$ cat src/rtl/uart_rx_lsr_pkg.sv
`timescale 1ns/1ps
package uart_rx_lsr_pkg;
  localparam int unsigned DATA_W = 8;

  typedef struct packed {
    logic              bi;
    logic              fe;
    logic              pe;
    logic [DATA_W-1:0] data;
  } rx_word_t;

  typedef struct packed {
    logic       par_stick;
    logic       par_even;
    logic       par_en;
    logic [1:0] wlen;
  } line_cfg_t;

  typedef enum logic [2:0] {
    ST_IDLE, ST_START, ST_DATA, ST_PAR, ST_STOP, ST_HOLD
  } rx_state_e;

  function automatic line_cfg_t decode_ctrl(input logic [7:0] c);
    line_cfg_t r;
    r.wlen      = c[1:0];
    r.par_en    = c[3];
    r.par_even  = c[4];
    r.par_stick = c[5];
    return r;
  endfunction
endpackage

$ cat src/rtl/uart_rx_lsr_sync.sv
`timescale 1ns/1ps
module uart_rx_lsr_sync #(
  parameter int unsigned STAGES = 2
) (
  input  logic clk_i,
  input  logic rst_ni,
  input  logic d_i,
  output logic q_o
);
  logic [STAGES-1:0] sr_q;

  generate
    if (STAGES == 1) begin : g_one
      always_ff @(posedge clk_i or negedge rst_ni)
        if (!rst_ni) sr_q <= '1;
        else         sr_q <= d_i;
    end else begin : g_chain
      always_ff @(posedge clk_i or negedge rst_ni)
        if (!rst_ni) sr_q <= '1;
        else         sr_q <= {sr_q[STAGES-2:0], d_i};
    end
  endgenerate

  assign q_o = sr_q[STAGES-1];
endmodule

$ cat src/rtl/uart_rx_lsr_frame.sv
`timescale 1ns/1ps
module uart_rx_lsr_frame
  import uart_rx_lsr_pkg::*;
#(
  parameter int unsigned OSR = 16
) (
  input  logic      clk_i,
  input  logic      rst_ni,
  input  logic      rx_i,
  input  logic      tick_i,
  input  line_cfg_t cfg_i,
  output logic      vld_o,
  output rx_word_t  word_o
);
  localparam int unsigned CNT_W = $clog2(OSR);
  localparam int unsigned IDX_W = $clog2(DATA_W);
  localparam logic [CNT_W-1:0] MID_CNT  = CNT_W'(OSR/2 - 1);
  localparam logic [CNT_W-1:0] LAST_CNT = CNT_W'(OSR - 1);

  rx_state_e         state_q;
  logic [CNT_W-1:0]  cnt_q;
  logic [IDX_W-1:0]  idx_q;
  logic [DATA_W-1:0] sh_q;
  logic              par_q;
  logic              low_q;
  line_cfg_t         cfg_q;

  logic             bit_end;
  logic [IDX_W-1:0] last_idx;
  logic             exp_par;
  logic             stop_bi;

  assign bit_end  = tick_i && (cnt_q == LAST_CNT);
  assign last_idx = IDX_W'(4) + IDX_W'(cfg_q.wlen);
  assign exp_par  = cfg_q.par_stick ? ~cfg_q.par_even
                  : (cfg_q.par_even ? ^sh_q : ~^sh_q);
  assign stop_bi  = ~rx_i & low_q;

  always_ff @(posedge clk_i or negedge rst_ni) begin
    if (!rst_ni) begin
      state_q <= ST_IDLE;
      cnt_q   <= '0;
      idx_q   <= '0;
      sh_q    <= '0;
      par_q   <= 1'b0;
      low_q   <= 1'b0;
      cfg_q   <= '0;
      vld_o   <= 1'b0;
      word_o  <= '0;
    end else begin
      vld_o <= 1'b0;
      if (state_q inside {ST_DATA, ST_PAR, ST_STOP} && tick_i)
        cnt_q <= bit_end ? '0 : cnt_q + 1'b1;
      unique case (state_q)
        ST_IDLE: if (!rx_i) begin
          state_q <= ST_START;
          cnt_q   <= '0;
        end
        ST_START: if (tick_i) begin
          if (cnt_q == MID_CNT) begin
            cnt_q <= '0;
            if (rx_i) state_q <= ST_IDLE;
            else begin
              state_q <= ST_DATA;
              idx_q   <= '0;
              sh_q    <= '0;
              low_q   <= 1'b1;
              cfg_q   <= cfg_i;
            end
          end else begin
            cnt_q <= cnt_q + 1'b1;
          end
        end
        ST_DATA: if (bit_end) begin
          sh_q[idx_q] <= rx_i;
          low_q       <= low_q & ~rx_i;
          if (idx_q == last_idx) state_q <= cfg_q.par_en ? ST_PAR : ST_STOP;
          else                   idx_q   <= idx_q + 1'b1;
        end
        ST_PAR: if (bit_end) begin
          par_q   <= rx_i;
          low_q   <= low_q & ~rx_i;
          state_q <= ST_STOP;
        end
        ST_STOP: if (bit_end) begin
          vld_o       <= 1'b1;
          word_o.data <= sh_q;
          word_o.fe   <= ~rx_i;
          word_o.bi   <= stop_bi;
          word_o.pe   <= ~stop_bi & cfg_q.par_en & (par_q != exp_par);
          state_q     <= rx_i ? ST_IDLE : ST_HOLD;
        end
        ST_HOLD: if (rx_i) state_q <= ST_IDLE;
        default: state_q <= ST_IDLE;
      endcase
    end
  end
endmodule

$ cat src/rtl/uart_rx_lsr_fifo.sv
`timescale 1ns/1ps
module uart_rx_lsr_fifo
  import uart_rx_lsr_pkg::*;
#(
  parameter int unsigned DEPTH = 16
) (
  input  logic     clk_i,
  input  logic     rst_ni,
  input  logic     push_i,
  input  rx_word_t word_i,
  input  logic     pop_i,
  input  logic     clr_ovr_i,
  output rx_word_t head_o,
  output logic     empty_o,
  output logic     full_o,
  output logic     ovr_o,
  output logic     err_any_o
);
  localparam int unsigned PTR_W = $clog2(DEPTH);
  localparam int unsigned CNT_W = PTR_W + 1;

  rx_word_t         mem_q [DEPTH];
  logic [PTR_W-1:0] wr_q, rd_q;
  logic [CNT_W-1:0] cnt_q, err_q;
  logic             do_pop, do_push, drop;
  logic             in_err, head_err;

  function automatic logic [PTR_W-1:0] nxt(input logic [PTR_W-1:0] p);
    return (p == PTR_W'(DEPTH - 1)) ? '0 : p + 1'b1;
  endfunction

  assign empty_o  = (cnt_q == '0);
  assign full_o   = (cnt_q == CNT_W'(DEPTH));
  assign do_pop   = pop_i & ~empty_o;
  assign do_push  = push_i & (~full_o | do_pop);
  assign drop     = push_i & full_o & ~do_pop;
  assign head_o   = empty_o ? '0 : mem_q[rd_q];
  assign in_err   = word_i.pe | word_i.fe | word_i.bi;
  assign head_err = head_o.pe | head_o.fe | head_o.bi;
  assign err_any_o = (err_q != '0);

  always_ff @(posedge clk_i)
    if (do_push) mem_q[wr_q] <= word_i;

  always_ff @(posedge clk_i or negedge rst_ni) begin
    if (!rst_ni) begin
      wr_q  <= '0;
      rd_q  <= '0;
      cnt_q <= '0;
      err_q <= '0;
      ovr_o <= 1'b0;
    end else begin
      if (do_push) wr_q <= nxt(wr_q);
      if (do_pop)  rd_q <= nxt(rd_q);
      unique case ({do_push, do_pop})
        2'b10:   cnt_q <= cnt_q + 1'b1;
        2'b01:   cnt_q <= cnt_q - 1'b1;
        default: cnt_q <= cnt_q;
      endcase
      unique case ({do_push & in_err, do_pop & head_err})
        2'b10:   err_q <= err_q + 1'b1;
        2'b01:   err_q <= err_q - 1'b1;
        default: err_q <= err_q;
      endcase
      if (drop)           ovr_o <= 1'b1;
      else if (clr_ovr_i) ovr_o <= 1'b0;
    end
  end
endmodule

$ cat src/rtl/uart_rx_lsr.sv
`timescale 1ns/1ps
module uart_rx_lsr
  import uart_rx_lsr_pkg::*;
#(
  parameter int unsigned OSR         = 16,
  parameter int unsigned DEPTH       = 16,
  parameter int unsigned SYNC_STAGES = 2
) (
  input  logic       clk_i,
  input  logic       rst_ni,
  input  logic       rx_i,
  input  logic       tick_i,
  input  logic [7:0] ctrl_i,
  input  logic       pop_i,
  input  logic       stat_rd_i,
  input  logic       thr_empty_i,
  input  logic       tx_idle_i,
  output logic [7:0] data_o,
  output logic [7:0] status_o
);
  logic      rx_s;
  logic      frm_vld;
  rx_word_t  frm_word;
  rx_word_t  head;
  logic      fifo_empty, fifo_full, ovr, err_any;
  logic      unused_ctrl;

  assign unused_ctrl = ^{ctrl_i[7:6], ctrl_i[2]};

  uart_rx_lsr_sync #(.STAGES(SYNC_STAGES)) u_sync (
    .clk_i (clk_i),
    .rst_ni(rst_ni),
    .d_i   (rx_i),
    .q_o   (rx_s)
  );

  uart_rx_lsr_frame #(.OSR(OSR)) u_frame (
    .clk_i (clk_i),
    .rst_ni(rst_ni),
    .rx_i  (rx_s),
    .tick_i(tick_i),
    .cfg_i (decode_ctrl(ctrl_i)),
    .vld_o (frm_vld),
    .word_o(frm_word)
  );

  uart_rx_lsr_fifo #(.DEPTH(DEPTH)) u_fifo (
    .clk_i    (clk_i),
    .rst_ni   (rst_ni),
    .push_i   (frm_vld),
    .word_i   (frm_word),
    .pop_i    (pop_i),
    .clr_ovr_i(stat_rd_i),
    .head_o   (head),
    .empty_o  (fifo_empty),
    .full_o   (fifo_full),
    .ovr_o    (ovr),
    .err_any_o(err_any)
  );

  assign data_o   = head.data;
  assign status_o = {err_any, tx_idle_i, thr_empty_i,
                     head.bi, head.fe, head.pe, ovr, ~fifo_empty};
endmodule

$ cat config.mk
export PLATFORM = sky130hd
export DESIGN_NAME = uart_rx_lsr
export DESIGN_NICKNAME = d
export VERILOG_FILES = /design/src/rtl/uart_rx_lsr_pkg.sv /design/src/rtl/uart_rx_lsr_sync.sv /design/src/rtl/uart_rx_lsr_frame.sv /design/src/rtl/uart_rx_lsr_fifo.sv /design/src/rtl/uart_rx_lsr.sv
export SDC_FILE = /design/constraint.sdc
export NUM_CORES = 1
export LEC_CHECK = 0
export BUFFER_PORTS_ARGS = -buffer_cell sky130_fd_sc_hd__buf_2
export CORE_MARGIN = 4
export CORE_UTILIZATION = 50
export CTS_CLUSTER_SIZE = 16
export DETAILED_ROUTE_END_ITERATION = 7
export GPL_ROUTABILITY_DRIVEN = 0
export HOLD_SLACK_MARGIN = 0.12
export PLACE_DENSITY = 0.69
export SYNTH_ARGS = -nofsm -noshare
export SYNTH_HDL_FRONTEND = slang
export SYNTH_SLANG_ARGS = --single-unit
$ cat constraint.sdc
create_clock -name clk_i -period 3.27 [get_ports clk_i]
set_input_delay 0.4905 -clock clk_i [delete_from_list [all_inputs] [get_ports clk_i]]
set_output_delay 0.4905 -clock clk_i [all_outputs]
set_load 0.03 [all_outputs]
==> results, run 1 <==
- The run finished with clean final reports.
- The number of placed instances with taps included is 948.
- For the worst setup path, the data required time is 3.65 ns.
- The core region is around 20000 um2.
- The number of nets with antenna violations after detailed routing is 0.
- The post-synthesis cell count is about 660.
- The total count of hold-check failures in the final report is 0.
- The utilization of the core after routing is 58.7%.
- The ratio of routed vias to standard cells is roughly 5.8.
- The final clock skew is between 0.015 and 0.02 ns.
- The detailed placer's ending HPWL is 13.0 mm.
- The via count of the first global-routing pass is 5869.
- Setup violations remaining at the end of the flow were counted as 0.
- Setup repair after global routing left no endpoint under its margin.
- The full die area is 22300 um2.
- Counting flops with a built-in enable in the synthesized netlist gives ~180.
- When the netlist entered floorplanning its net count stood at 692.
- Of the cells placed in the final design, the portion with a size suffix greater than 1 is about 22%.
- The all-layer global routing usage is 17.9%.
- The final critical-path required period is 3.12 ns.
- The portion of netlist area occupied by mux cells is between 10% and 20%.
- The class of the worst hold path is input pin to async pin.
- The CTS clock-pin slew for the worst setup and hold paths is 0.06 ns.
- The initialized floorplan defines 51 standard-cell rows.
- The fraction of the mapped netlist area in adder cells is 2.28%.
- The largest fanout of any net on the critical path is 6.
- The data arrival time of the critical path is 3.50 ns.
- The antenna cell count is 0.
- Of the total synthesized cell area, the portion taken by XOR and XNOR cells is ~1.8%.
- The cell area that synthesis handed to floorplanning was 10000 um2.
- The sink count of the clock tree is between 200 and 250.
- After global routing the overflow that remains totals 0.
- The most instantiated flip-flop cell in the synthesis netlist is edfxtp_1.
- The worst-case IR drop observed on VDD is 0.492 mV.
- Summed over all cells, the static leakage comes to around 0.0044 uW.
- The final route contains ~5700 vias.
- The DRC violation count after routing is 0.
- The fraction of the mapped netlist area in compound gates is 8.59%.
- Input and output buffers added on the ports amount to 24.
- For this design the top-level I/O count stands at 32.
- The share of the Yosys chip area taken by registers is 67.4%.
- After routing the design area is 11500 um2.
- In this run the number of H-tree levels came out at 1.
- The endpoint identified for the worst register-to-register timing path is u_fifo.err_q[3].
- The die height is 149 um.
- The placed cell area is 10600 um2.
- The Yosys step of the flow raised 0 warnings.
- The synthesized netlist devotes 5.42% of its cell area to simple gates.
- Measured in cells, the most critical reg-to-reg path has a length of 12.
- The final-report max-slew violation count is 0.
- The number of register bits inferred by synthesis is 234.
- Power comes to about 9000 uW.
- By count the netlist is led by edfxtp_1, dfrtp_1, o21ai_0.
- The slew at the pin closest to its max-slew limit is 1.21 ns.
- Compared with the post-synthesis result, the final layout area differs by 15.1%.
- The power density over the cells is 775 nW/um2.
- The register-to-register path setup slack is 0.15 ns.
- The startpoint kind of the worst setup timing path is a flop.
- After the last flow step, the layout net total stands at roughly 750.
- The first detailed-routing pass took 5 iterations.
- The number of buffers created by CTS is 24.
- The share of synthesized area in the top cell type comes to 52.9%.
- The library cell with the highest instance count after synthesis is edfxtp_1.
- The dominant combinational cell family by area after synthesis is multiplexers.
- The post-route fraction of the period consumed by the critical path is a little over nine tenths.
- The count of different cell masters after synthesis is 52.
- In this run the deepest clock path goes through 3 buffers.
- The global-route wire length before repair is 31.7 mm.
- The number of standard cells in the layout, taps in and fillers out is 995.
- The average wire length per cell after detail routing is 19.6 um.
- The share of async-settable or async-resettable flops after synthesis is between 20% and 30%.
- The initial utilization of the core area, before any placement, comes to 51.0%.
- In this run the worst setup path begins at u_fifo.rd_q[0].
- The later-pin clock latency in the skew report is 0.51 ns.
- After synthesis, the cell types taking the most area are edfxtp_1, dfrtp_1, mux4_2.
- Following the worst setup path forward leads to its endpoint at u_fifo.err_q[3].
- The critical path class is flop to flop.
- From left edge to right edge, the die measures roughly 150 um.
- The dominant cell type by area after synthesis is edfxtp_1.
- In this run the critical register-to-register path is launched from u_fifo.rd_q[0].
- For this block, the routed nets add up to 19.5 mm of wire.
- The clock root buffer is clkbuf_16.
- Dividing the synthesized area by the synthesized cell count gives 15.2 um2.
- The worst setup path is captured at a flop.
- The max-capacitance violation count is 0.
- The initial antenna violation count came to 0.
- For this block, the initial DRC count from the detailed router was between 400 and 500.
- The CTS tree is yes.
- Derived from the worst setup path, the maximum achievable clock frequency is around 320 MHz.
- Entering global routing, the biggest net connects 59 pins.
- The worst slew margin relative to its limit is 19.0%.
-- cell usage in the layout (no fill, tap or decap), types with 3 or more instances in the layout --
cell type    n
buf_12       3
edfxtp_1   176
o21ai_0     44
o32ai_1      8
nand2b_1    10
o31ai_1      5
inv_1       20
nand2_1     37
nand3_1     18
nor2b_1      4
xnor2_1     13
a211oi_1     8
o41ai_1      3
nor2_1      26
nor3_1       7
o22ai_1     11
mux2i_1     35
bufinv_16    3
mux2_2      18
a21o_1       4
a31oi_1      5
clkbuf_1     6
buf_2       24
xor2_1       8
mux4_2      27
o221ai_1    11
a21oi_1     17
clkbuf_16   25
clkbuf_8     7
dfrtp_1     55
ha_1        14
buf_4       36
-- worst max-delay path, cell delays in order, from the launching register on --
cell and delay, ns:
dfrtp_4 0.49, buf_12 0.15, mux4_2 0.43, mux2i_2 0.23, o22ai_2 0.14, o31a_1 0.29
ha_2 0.22, buf_4 0.15, ha_1 0.29, a21o_1 0.16, a21oi_1 0.18, xor2_1 0.16
o21ai_0 0.09
-- state kept, by name, summed over array words and instances, names as in the netlist, 4 cells and up --
signal          cells
u_fifo.cnt_q        5
u_fifo.err_q        5
u_fifo.mem_q      176
u_fifo.rd_q         4
u_fifo.wr_q         4
u_frame.cfg_q       5
u_frame.cnt_q       4
u_frame.sh_q        8
u_frame.word_o     11
-- metal layers --
layer / up-vias / share of wire (%) / track usage (%) / wire (um)
met1: 2870 / 44 / 25.3 / 8510
li1: 2655 / - / - / -
met3: 22 / 5.2 / 2.70 / 1010
met5: - / 0 / 0 / 0
met4: 0 / 1.5 / 3.43 / 283
met2: 175 / 50 / 30.3 / 9670
-- what timing repair did --
action	in CTS	in global routing
gates resized for setup	7	2
hold endpoints to repair	1	0
hold buffers	1	0
setup endpoints to repair	2	2
setup buffers	2	0
pin swaps	3	5
-- kinds of logic (layout without fill, tap and decap cells) --
family                     count (synthesis)  in the layout
AOI/OAI and AO/OA                        131            131
xor gates and xnor gates                  21             21
adders and majority gates                 17             17
buffers and inverters                     60            131
DFF                                      234            234
muxes                                     81             81
and+or+nand+nor                          115            115
-- power by group --
| part | switching (uW) | internal [uW] | leakage [uW] | total [uW] |
|---|---|---|---|---|
| logic | 1390 | 1100 | 0.00145 | 2490 |
| clock network | 1060 | 1790 | 0.000417 | 2850 |
| registers | 245 | 3330 | 0.00251 | 3570 |
-- how the worst min path moves through the flow --
stage	start	endpoint	slack, ns	cells past startpoint
final	rst_ni	u_fifo.err_q[0]	0.15	2
after CTS	rst_ni	u_fifo.err_q[0]	0.16	2
after detailed placement	u_sync.sr_q[0]	u_sync.sr_q[1]	0.35	0
after global routing	rst_ni	u_frame.cfg_q[1]	0.21	2
after global placement	u_sync.sr_q[0]	u_sync.sr_q[1]	0.35	0
after floorplan	rst_ni	u_fifo.cnt_q[0]	0.19	0
-- through the flow --
step	worst slack (ns)	setup TNS, ns	hold WS, ns
floorplan	0.0115	0	0.195
global placement	-0.0281	-0.0281	0.353
detailed placement	-0.0959	-0.0959	0.349
CTS	0.0122	0	0.163
global route	0.000270	0	0.210
finish	0.146	0	0.151
-- layout make-up --
type / count / area [um2]
clock buffers: 38 / 744
clock inverters: 6 / 104
fillers: 1455 / 8080
inverters: 21 / 78.8
multi-input cells: 365 / 3020
flip-flops and latches: 234 / 6740
well taps: 265 / 332
repair buffers: 66 / 483
Power figures use the tool's default switching activity.
==> run 2: changes to the inputs <==
--- a/config.mk
+++ b/config.mk
@@ -6,13 +6,15 @@
 export NUM_CORES = 1
 export LEC_CHECK = 0
 export BUFFER_PORTS_ARGS = -buffer_cell sky130_fd_sc_hd__buf_2
+export CELL_PAD_IN_SITES_DETAIL_PLACEMENT = 1
+export CELL_PAD_IN_SITES_GLOBAL_PLACEMENT = 1
 export CORE_MARGIN = 4
-export CORE_UTILIZATION = 50
+export CORE_UTILIZATION = 47
 export CTS_CLUSTER_SIZE = 16
 export DETAILED_ROUTE_END_ITERATION = 7
 export GPL_ROUTABILITY_DRIVEN = 0
 export HOLD_SLACK_MARGIN = 0.12
-export PLACE_DENSITY = 0.69
+export PLACE_DENSITY_LB_ADDON = 0.1
 export SYNTH_ARGS = -nofsm -noshare
 export SYNTH_HDL_FRONTEND = slang
 export SYNTH_SLANG_ARGS = --single-unit
==> results, run 2 (synthesized netlist as in run 1, its figures left out) <==
- The top cell types in the final layout, fill and taps aside, are edfxtp_1, dfrtp_1, o21ai_0.
- The CTS tree is yes.
- The clock root buffer is clkbuf_16.
- The endpoint class of the critical path is a flop.
- The final clock skew is 0.0169 ns.
- The total buffers and inverters traversed by the critical path is 1.
- Leaving out fill and tap cells, the most frequent cell in the layout is edfxtp_1.
- The post-CTS repair timing setup buffer count is 0.
- The total count of hold-check failures in the final report is 0.
- Cells with a size suffix above 1 make up 22.8% of the layout.
- Setup violations remaining at the end of the flow were counted as 0.
- The global-route wire length before repair is 35.4 mm.
- The first detailed-routing pass took 5 iterations.
- The initial antenna violation count came to 0.
- Measured against its own limit, the worst slew margin works out to between 10% and 20%.
- Of the available clock period, the critical path in the final layout requires 97.1%.
- The detailed placer's ending HPWL is roughly 14 mm.
- In this run the worst path has a maximum fanout of 8.
- The signal on the critical path passes through buf_8 -> mux4_2 -> nand2_1 -> nand3_1 -> o31a_1 -> ha_2 -> fa_2 -> a21o_1 -> a21oi_2 -> xor2_1 -> nor2_1 -> xor2_1.
- Once layout is done, the placed cells without fillers occupy 11500 um2.
- The critical path class is flop to flop.
- In the routed design, unresolved DRC markers number 0.
- Including well taps, the total number of placed cells is between 900 and 1000.
- The initial core utilization is 47.7%.
- Setup repair after global routing could not meet its margin everywhere.
- The placed instances occupy a cell area of 10600 um2.
- Timing analysis after detailed placement gives a worst setup slack of -0.0449 ns.
- The final critical-path required period is 3.17 ns.
- After detailed routing, the number of vias per cell comes to 5.76.
- The run finished with clean final reports.
- The data arrival time of the critical path is 3.57 ns.
- On the critical path, the stage with the largest delay is an instance of dfrtp_4.
- The die is between 150 and 200 um tall.
- The reported leakage power is between 0.004 and 0.005 uW.
- From synthesis to final layout, the design area changed by 15.2%.
- After global routing the overflow that remains totals 0.
- The max-capacitance violation count is 0.
- The later pin in the worst-skew pair is clocked with a latency of 0.52 ns.
- At the worst endpoint, the required time is 3.67 ns.
- Clock-pin slew was measured on the worst setup and hold paths at around 0.06 ns.
- Based on the critical path, the design can be clocked at up to 315 MHz.
- The number of buffers created by CTS is 25.
- After filler insertion, the fill cell instance count of the layout stands at 2028.
- The slew at the pin closest to its max-slew limit is 1.32 ns.
- The floorplan row count is 53.
- Leaving out filler cells and counting taps, the final layout contains roughly 1000.
- The violation count after the first detailed-routing iteration is 330.
- The highest ir drop seen on vdd is about 0.41 mV.
- The register with the most flip-flops in the layout has 176 of them.
- The largest buffer count on any clock path is 3.
- The core area is about 21000 um2.
- Entering global routing, the biggest net connects 51 pins.
- The utilization of the core after routing is 55.0%.
- In this run the remaining antenna-violating nets after routing total 0.
- The number of antenna diodes in the final layout is 0.
- STA classifies the critical path startpoint as a flop.
- The number of top-level pins is 32.
- CTS built an H-tree with a depth of 1.
- The final critical-path setup slack is between 0.09 and 0.1 ns.
- Buffers placed on the I/O ports in this run total 24.
- The storage element area is between 6000 and 7000 um2.
- Summing internal, switching and leakage power gives 9040 uW.
- In this run the power density over the cells is between 700 and 800 nW/um2.
- The most frequent cell on the critical path is xor2_1.
- CTS saw 234 sinks.
- The maximum cell stage delay along the critical path is 0.52 ns.
- The register bank with the most flops is u_fifo.mem_q.
- The gate family responsible for the most delay along the worst path is compound AO/OA/AOI/OAI gates.
- The class of the worst hold path is input pin to async pin.
- The via count of the first global-routing pass came to slightly above 6000.
- The all-layer global routing usage is 18.9%.
- The area of the multi-input gates is 3050 um2.
- For this block, the routed nets add up to 22.4 mm of wire.
- After the last flow step, the layout net total stands at between 700 and 800.
- The largest registers in the layout are u_fifo.mem_q x176, u_frame.word_o x11, u_frame.sh_q x8.
- The die extent in x is 154 um.
- The overall via count from detail_route is a little under 6000.
- The final-report max-slew violation count is 0.
- The full die area is 23700 um2.
- After detailed routing, the average wire length per cell comes to 22.3 um.
## run 2: worst paths after layout
check | cells after the start | slack [ns] | from | end
worst max-delay path | 12 | 0.1 | u_fifo.rd_q[0] | u_fifo.err_q[4]
worst min-delay path | 1 | 0.20 | rst_ni | u_fifo.err_q[4]
worst max register to register | 12 | 0.1 | u_fifo.rd_q[0] | u_fifo.err_q[4]
worst min register to register | 0 | 0.36 | u_sync.sr_q[0] | u_sync.sr_q[1]
max in group asynchronous | 2 | 2.24 | rst_ni | u_frame.sh_q[7]
min in group clk_i | 2 | 0.22 | ctrl_i[4] | u_frame.cfg_q[3]
## run 2: repair_timing
action / 4_1_cts / 5_1_grt
endpoints found under the setup margin: 9 / 10
resized for setup: 10 / 7
pin swaps: 0 / 1
hold buffers: 1 / 0
gates cloned: 0 / 1
hold endpoints to repair: 1 / 0
## run 2: metrics by stage
stage / hold WS, ns / setup TNS [ns]
finish: 0.196 / 0
global route: 0.205 / -0.0599
CTS: 0.203 / 0
detailed placement: 0.350 / -0.0449
global placement: 0.349 / 0
floorplan: 0.195 / 0
## run 2: per-layer routing
layer  up-vias  global-route usage, %  share of wire (%)
li1       2651                      -                  -
met1      2979                   26.9                 46
met2       107                   31.6                 49
met3        30                   2.45                3.1
met4         0                   3.78                1.8
met5         -                      0                  0
## run 2: area by class of cell
cell class | instances | share of cell area [%]
sequential | 234 | 58.6
multi-input combinational | 365 | 26.5
clock buffer | 27 | 5.50
timing repair buffer | 61 | 4.04
tap | 275 | 2.99
clock inverter | 19 | 1.78
inverter | 21 | 0.684
## run 2: report_power, final
group	switching, uW	internal, uW	total, uW
Sequential	272	3330	3600
Clock	1140	1720	2860
Combinational	1450	1120	2570
Total	2860	6180	9040
